File: config.mk
export PLATFORM = sky130hd
export DESIGN_NAME = muldiv_seq
export DESIGN_NICKNAME = d
export VERILOG_FILES = /design/src/rtl/muldiv_pkg.sv /design/src/rtl/md_seq_ctrl.sv /design/src/rtl/md_mul_core.sv /design/src/rtl/md_div_core.sv /design/src/rtl/muldiv_seq.sv
export SDC_FILE = /design/constraint.sdc
export NUM_CORES = 1
export LEC_CHECK = 0
export BUFFER_PORTS_ARGS = -buffer_cell sky130_fd_sc_hd__buf_2
export CAP_MARGIN = 5
export CORE_ASPECT_RATIO = 0.6
export CORE_MARGIN = 1
export CORE_UTILIZATION = 25
export CTS_BUF_LIST = sky130_fd_sc_hd__clkbuf_8
export DETAILED_ROUTE_END_ITERATION = 6
export GPL_TIMING_DRIVEN = 0
export PLACE_DENSITY = 0.42
export REMOVE_ABC_BUFFERS = 1
export SKIP_CTS_REPAIR_TIMING = 1
export SLEW_MARGIN = 20
export SYNTH_ARGS = -nofsm -noshare
export SYNTH_HDL_FRONTEND = slang
export SYNTH_SLANG_ARGS = --single-unit
File: constraint.sdc
create_clock -name clk_i -period 2.9 [get_ports clk_i]
set_clock_uncertainty 0.05 [all_clocks]
set_input_delay 0.145 -clock clk_i [delete_from_list [all_inputs] [get_ports clk_i]]
set_output_delay 0.145 -clock clk_i [all_outputs]
set_load 0.02 [all_outputs]
File: src/rtl/muldiv_pkg.sv
package muldiv_pkg;
  typedef enum logic {
    OP_MUL = 1'b0,
    OP_DIV = 1'b1
  } md_op_e;
endpackage

File: src/rtl/md_seq_ctrl.sv
module md_seq_ctrl
  import muldiv_pkg::*;
#(
  parameter int MUL_LAT   = 32,
  parameter int DIV_LAT   = 50,
  parameter int MUL_STEPS = 8,
  parameter int DIV_STEPS = 16,
  localparam int MaxLat   = (MUL_LAT > DIV_LAT) ? MUL_LAT : DIV_LAT,
  localparam int CW       = $clog2(MaxLat + 1)
) (
  input  logic   clk_i,
  input  logic   rst_ni,
  input  logic   accept_i,
  input  md_op_e op_i,
  output logic   busy_o,
  output md_op_e op_o,
  output logic   step_o,
  output logic   finish_o
);
  logic [CW-1:0] elapsed_q;
  logic [CW-1:0] lim, steps;
  logic          busy_q;
  md_op_e        op_q;

  assign lim   = (op_q == OP_DIV) ? CW'(DIV_LAT - 1) : CW'(MUL_LAT - 1);
  assign steps = (op_q == OP_DIV) ? CW'(DIV_STEPS)   : CW'(MUL_STEPS);

  assign step_o   = busy_q && (elapsed_q < steps);
  assign finish_o = busy_q && (elapsed_q == lim);
  assign busy_o   = busy_q;
  assign op_o     = op_q;

  always_ff @(posedge clk_i or negedge rst_ni) begin
    if (!rst_ni) begin
      busy_q    <= 1'b0;
      op_q      <= OP_MUL;
      elapsed_q <= '0;
    end else if (accept_i) begin
      busy_q    <= 1'b1;
      op_q      <= op_i;
      elapsed_q <= '0;
    end else if (busy_q) begin
      busy_q    <= !finish_o;
      elapsed_q <= elapsed_q + 1'b1;
    end
  end

  // elapsed never runs past the selected limit
  p_elapsed_bound_r3: assert property (@(posedge clk_i) disable iff (!rst_ni)
    busy_q |-> elapsed_q <= lim);
  p_finish_clears_busy_r5: assert property (@(posedge clk_i) disable iff (!rst_ni)
    finish_o && !accept_i |=> !busy_q);
endmodule

File: src/rtl/md_mul_core.sv
module md_mul_core #(
  parameter int W = 8
) (
  input  logic           clk_i,
  input  logic           rst_ni,
  input  logic           load_i,
  input  logic           step_i,
  input  logic [W-1:0]   a_i,
  input  logic [W-1:0]   b_i,
  output logic [2*W-1:0] prod_o
);
  logic [2*W-1:0] p_q;
  logic [W-1:0]   mcand_q;
  logic [W:0]     sum;

  assign sum    = {1'b0, p_q[2*W-1:W]} + {1'b0, mcand_q};
  assign prod_o = p_q;

  always_ff @(posedge clk_i or negedge rst_ni) begin
    if (!rst_ni) begin
      p_q     <= '0;
      mcand_q <= '0;
    end else if (load_i) begin
      p_q     <= {{W{1'b0}}, b_i};
      mcand_q <= a_i;
    end else if (step_i) begin
      p_q <= p_q[0] ? {sum, p_q[W-1:1]} : {1'b0, p_q[2*W-1:1]};
    end
  end

  p_load_clears_upper_r1: assert property (@(posedge clk_i) disable iff (!rst_ni)
    load_i |=> p_q[2*W-1:W] == '0);
endmodule

File: src/rtl/md_div_core.sv
module md_div_core #(
  parameter int W = 8
) (
  input  logic           clk_i,
  input  logic           rst_ni,
  input  logic           load_i,
  input  logic           step_i,
  input  logic [2*W-1:0] dividend_i,
  input  logic [W-1:0]   divisor_i,
  output logic [2*W-1:0] quo_o,
  output logic [W-1:0]   rem_o
);
  logic [W-1:0]   r_q, d_q, diff;
  logic [2*W-1:0] q_q;
  logic [W:0]     trial;
  logic           fits;

  assign trial = {r_q, q_q[2*W-1]};
  assign fits  = trial >= {1'b0, d_q};
  assign diff  = trial[W-1:0] - d_q;  // fits W bits whenever fits=1
  assign quo_o = q_q;
  assign rem_o = r_q;

  always_ff @(posedge clk_i or negedge rst_ni) begin
    if (!rst_ni) begin
      r_q <= '0;
      q_q <= '0;
      d_q <= '0;
    end else if (load_i) begin
      r_q <= '0;
      q_q <= dividend_i;
      d_q <= divisor_i;
    end else if (step_i) begin
      r_q <= fits ? diff : trial[W-1:0];
      q_q <= {q_q[2*W-2:0], fits};
    end
  end

  p_partial_rem_lt_divisor_r2: assert property (@(posedge clk_i) disable iff (!rst_ni)
    step_i && !load_i && d_q != '0 |=> r_q < d_q);
endmodule

File: src/rtl/muldiv_seq.sv
module muldiv_seq
  import muldiv_pkg::*;
#(
  parameter int W       = 8,
  parameter int MUL_LAT = 32,
  parameter int DIV_LAT = 50,
  localparam int MulSteps = W,
  localparam int DivSteps = 2 * W,
  localparam int MaxLat   = (MUL_LAT > DIV_LAT) ? MUL_LAT : DIV_LAT,
  localparam int CW       = $clog2(MaxLat + 1)
) (
  input  logic           clk_i,
  input  logic           rst_ni,
  input  logic           start_i,
  input  logic           op_div_i,
  input  logic [W-1:0]   mul_a_i,
  input  logic [W-1:0]   mul_b_i,
  input  logic [2*W-1:0] dividend_i,
  input  logic [W-1:0]   divisor_i,
  output logic           busy_o,
  output logic           done_o,
  output logic [2*W-1:0] quo_prod_o,
  output logic [W-1:0]   rem_o,
  output logic           div_zero_o
);
  logic           accept, step, finish;
  md_op_e         op_run;
  logic [2*W-1:0] prod, quo;
  logic [W-1:0]   rem;
  logic           dz_q;
  logic [W-1:0]   dvd_lo_q;

  assign accept = start_i && !busy_o;

  md_seq_ctrl #(
    .MUL_LAT(MUL_LAT), .DIV_LAT(DIV_LAT),
    .MUL_STEPS(MulSteps), .DIV_STEPS(DivSteps)
  ) i_ctrl (
    .clk_i, .rst_ni,
    .accept_i (accept),
    .op_i     (op_div_i ? OP_DIV : OP_MUL),
    .busy_o   (busy_o),
    .op_o     (op_run),
    .step_o   (step),
    .finish_o (finish)
  );

  md_mul_core #(.W(W)) i_mul (
    .clk_i, .rst_ni,
    .load_i (accept && !op_div_i),
    .step_i (step && op_run == OP_MUL),
    .a_i    (mul_a_i),
    .b_i    (mul_b_i),
    .prod_o (prod)
  );

  md_div_core #(.W(W)) i_div (
    .clk_i, .rst_ni,
    .load_i     (accept && op_div_i),
    .step_i     (step && op_run == OP_DIV),
    .dividend_i (dividend_i),
    .divisor_i  (divisor_i),
    .quo_o      (quo),
    .rem_o      (rem)
  );

  always_ff @(posedge clk_i or negedge rst_ni) begin
    if (!rst_ni) begin
      dz_q     <= 1'b0;
      dvd_lo_q <= '0;
    end else if (accept) begin
      dz_q     <= op_div_i && (divisor_i == '0);
      dvd_lo_q <= dividend_i[W-1:0];
    end
  end

  always_ff @(posedge clk_i or negedge rst_ni) begin
    if (!rst_ni) begin
      done_o     <= 1'b0;
      quo_prod_o <= '0;
      rem_o      <= '0;
      div_zero_o <= 1'b0;
    end else begin
      done_o <= finish;
      if (finish) begin
        div_zero_o <= dz_q;
        if (op_run == OP_MUL) begin
          quo_prod_o <= prod;
          rem_o      <= '0;
        end else if (dz_q) begin
          quo_prod_o <= '1;
          rem_o      <= dvd_lo_q;
        end else begin
          quo_prod_o <= quo;
          rem_o      <= rem;
        end
      end
    end
  end

  // latency checker: cycles counted while busy since the accepted start
  logic [CW-1:0] chk_cnt_q;
  md_op_e        chk_op_q;
  always_ff @(posedge clk_i or negedge rst_ni) begin
    if (!rst_ni) begin
      chk_cnt_q <= '0;
      chk_op_q  <= OP_MUL;
    end else if (accept) begin
      chk_cnt_q <= '0;
      chk_op_q  <= op_div_i ? OP_DIV : OP_MUL;
    end else if (busy_o) begin
      chk_cnt_q <= chk_cnt_q + 1'b1;
    end
  end

  p_mul_latency_r3: assert property (@(posedge clk_i) disable iff (!rst_ni)
    done_o && chk_op_q == OP_MUL |-> chk_cnt_q == CW'(MUL_LAT));
  p_div_latency_r4: assert property (@(posedge clk_i) disable iff (!rst_ni)
    done_o && chk_op_q == OP_DIV |-> chk_cnt_q == CW'(DIV_LAT));
  p_busy_after_start_r5: assert property (@(posedge clk_i) disable iff (!rst_ni)
    accept |=> busy_o);
  p_idle_at_done_r5: assert property (@(posedge clk_i) disable iff (!rst_ni)
    done_o |-> !busy_o);
  p_busy_start_ignored_r6: assert property (@(posedge clk_i) disable iff (!rst_ni)
    start_i && busy_o |=> $stable(chk_op_q));
  p_dz_saturates_r7: assert property (@(posedge clk_i) disable iff (!rst_ni)
    div_zero_o |-> quo_prod_o == '1);
  p_done_single_r8: assert property (@(posedge clk_i) disable iff (!rst_ni)
    done_o |=> !done_o);
  p_hold_results_r8: assert property (@(posedge clk_i) disable iff (!rst_ni)
    !done_o |-> $stable(quo_prod_o) && $stable(rem_o) && $stable(div_zero_o));
  p_mul_rem_zero_r1: assert property (@(posedge clk_i) disable iff (!rst_ni)
    done_o && chk_op_q == OP_MUL |-> rem_o == '0 && !div_zero_o);
endmodule

==> results.yml <==
drt:
  wl_per_cell_um: 15.39
  viasPerCell: 4.609
  wl_mm: 14.09
  final_antenna_net_count: 0
  drtIter0Drc: 240
  drc_errors: 0
  vias: 4222
  drt_pass1_iterations: 5
critical_path:
  path_class: "flip-flop to flip-flop"
  reg2regPathDepth: 5
  rrSetupSlack_ns: 0.30
  critical_path_required_ns: 3.12
  end_kind: "flip-flop"
  start_kind: "flip-flop"
  arrival_ns: 2.83
  timing.rr.end: "i_div.quo_o[0]"
  cp_max_fo: 23
  regToRegStartpoint: "i_ctrl.busy_o"
sta:
  fin_hold_ws_ns: 0.009683
  finalMaxSlewViolations: 0
  fin_tns_setup_ns: 0
  setup_viol: 0
  grt_setup_unrepaired: "false"
  max_freq_mhz: 384.1
  timing.final.hold_violations: 0
  layout_setup_ws_ns: 0.2968
  tightest_slew_ns: 0.9898
  max_slew_margin_pct: 34.02
  period_needed_ns: 2.603
  fin_crit_sh_pct: 89.77
synthesis:
  synth-edff-count: 0
  ys_warn_count: 0
  syn_area_per_cell_sq_um: 9.403
  synth_area_sq_um: 5144
  synth.top_cells.by_area: "dfrtp_1 (48%), nand2_1 (6.8%), o21ai_0 (5.7%)"
  synth.largest_area_cell: "dfrtp_1"
  synth_flop_cell: "dfrtp_1"
  synth_cell_types: 52
  synth_cells: 547
  async_reset_ff_share_pct: 100.0
  synth.top_cell.area_share_pct: 48.16
  ys_seq_area_share_pct: 48.16
  ys_ff_latch: 99
final_layout:
  layout.cells.non_filler: 916
  syn_to_final_growth_pct: 23.38
  drive_gt1_share_pct: 18.04
  finish.instance_area_sq_um: 6346
  diodes: 0
  final_util_pct: 31.62
  fillers: 2112
  final_nets: 704
power_and_ir_drop:
  p_per_area_nw_per_um2: 1064
  vdd_drop_max_v: 0.0002983
  finalPower_mw: 6.753
  leakagePower_nw: 2.964
grt:
  grt_pass1_vias: 3992
  antenna_found_initial: 0
  grt_max_degree: 58
  grt_use_total_pct: 13.90
  grt_pass1_wl_mm: 22.94
  overflow: 0
floorplan:
  initial_core_util_pct: 25.63
  die_h_um: 113.1
  core-area_sq_um: 20070
  die_area_sq_um: 21170
  pin_count: 71
  rows: 40
  die-width_um: 187.2
cts:
  cts_root_buf: "clkbuf_8"
  cts_tree: "yes"
  cts_max_path_buffers: 2
  path_clk_slew_ns: 0.11
  cts_buffers: 9
  clock-sinks: 99
  htreeDepth: 3
  insertion_delay_ns: 0.38
outcome:
  status: "completed"
job:
  cap_violations: 0
hold_path:
  hold-path-cell-count: 3
  min_path_type: "input pin to flip-flop"
  holdPathEnd: "i_div.quo_o[11]"
  hp-start: "dividend_i[11]"
placement:
  placedCellCount: 861
  pre_cts_slack_ns: -0.7544
  io_buffer_count: 70
  dpl_cell_area_sq_um: 5772
  hpwl_mm: 10.10
  gp_routability_congestion: 0.8027
-- cell families after synthesis --
| kind of cell | count (synthesis) | synth area share, % |
|---|---|---|
| AND/OR/NAND/NOR | 206 | 18.24 |
| flip-flops | 99 | 48.16 |
| AO/OA/AOI/OAI | 135 | 16.59 |
| XOR/XNOR | 8 | 1.362 |
| buffers and inverters | 48 | 4.086 |
| adder cells (fa/ha/maj) | 21 | 5.400 |
| multiplexers | 30 | 6.154 |
-- layout by cell type (no fill, tap or decap), types with 8 or more instances in the layout --
master         count
mux2_2             9
mux2i_1           20
o31ai_1            9
clkbuf_8           9
o22ai_1           11
a21oi_1           11
inv_1             17
dlygate4sd3_1     32
nand3_1           20
nor2_1            39
or3_1             17
o21ai_0           59
buf_2             69
ha_1              19
a22oi_1            8
dfrtp_1           98
nand2_1           93
-- critical path: stages, from the launching register on --
cell	delay, ns
dfrtp_1	0.52
nand2b_1	0.59
nor2_2	0.89
nor2_2	0.20
a22oi_1	0.19
nand2_1	0.07
-- flip-flops by register name, summed over array words and instances (netlist names), 6 cells and up --
signal,count
i_div.quo_o,16
i_div.d_q,8
i_mul.mcand_q,8
i_ctrl.elapsed_q,6
i_div.rem_o,8
quo_prod_o,16
i_mul.prod_o,16
dvd_lo_q,8
rem_o,8
-- worst max path at each step --
stage,slack [ns],from,endpoint,cells after the start
after global placement,-0.95,i_ctrl.op_o,i_mul.prod_o[6],6
final,0.30,i_ctrl.busy_o,i_div.quo_o[0],5
after detailed placement,-0.75,i_ctrl.op_o,i_div.rem_o[6],6
after floorplan,0.16,i_ctrl.op_o,i_mul.prod_o[15],6
after global routing,0.03,i_ctrl.busy_o,i_div.quo_o[0],5
after CTS,-0.77,i_ctrl.op_o,i_div.rem_o[6],6
-- synth_stat cells, drive strengths merged, types with 2 or more instances --
| cell type | instances |
|---|---|
| xor2 | 3 |
| ha | 19 |
| a22o | 4 |
| o211ai | 3 |
| a22oi | 8 |
| clkbuf | 15 |
| dfrtp | 99 |
| fa | 2 |
| xnor2 | 5 |
| nand3 | 20 |
| and3 | 6 |
| nor3 | 7 |
| nand2 | 93 |
| nand2b | 4 |
| nor2 | 42 |
| nand4 | 4 |
| o31ai | 9 |
| o21a | 2 |
| nor2b | 4 |
| and4 | 2 |
| o311ai | 3 |
| mux2i | 20 |
| o21ai | 59 |
| inv | 16 |
| mux2 | 10 |
| a31oi | 5 |
| a211oi | 6 |
| a21oi | 12 |
| or3 | 17 |
| buf | 17 |
| nor3b | 3 |
| o22ai | 11 |
| o21bai | 2 |
| a21o | 5 |
-- cell type report --
cell class | count | area, sq um | area share (%)
Sequential cell | 99 | 2479 | 39.06
Tap cell | 273 | 341.6 | 5.382
Inverter | 16 | 62.56 | 0.9858
Multi-Input combinational cell | 400 | 2472 | 38.96
Clock inverter | 6 | 60.06 | 0.9464
Timing Repair Buffer | 113 | 807.0 | 12.72
Clock buffer | 9 | 123.9 | 1.952
-- routing by layer --
layer / track usage, % / wire length, um
met5: 0 / 0
met4: 2.295 / 53
met3: 3.660 / 625
met2: 18.51 / 5652
met1: 22.04 / 7761
-- where the power goes --
| part | leakage, nW | total [mW] | switching, mW | internal, mW |
|---|---|---|---|---|
| combinational | 1.64 | 3.33 | 1.89 | 1.44 |
| clock | 0.0899 | 0.895 | 0.506 | 0.389 |
| sequential | 1.23 | 2.53 | 0.545 | 1.98 |
| total | 2.96 | 6.75 | 2.94 | 3.81 |
Note: power is estimated with default switching activity, not from simulation.
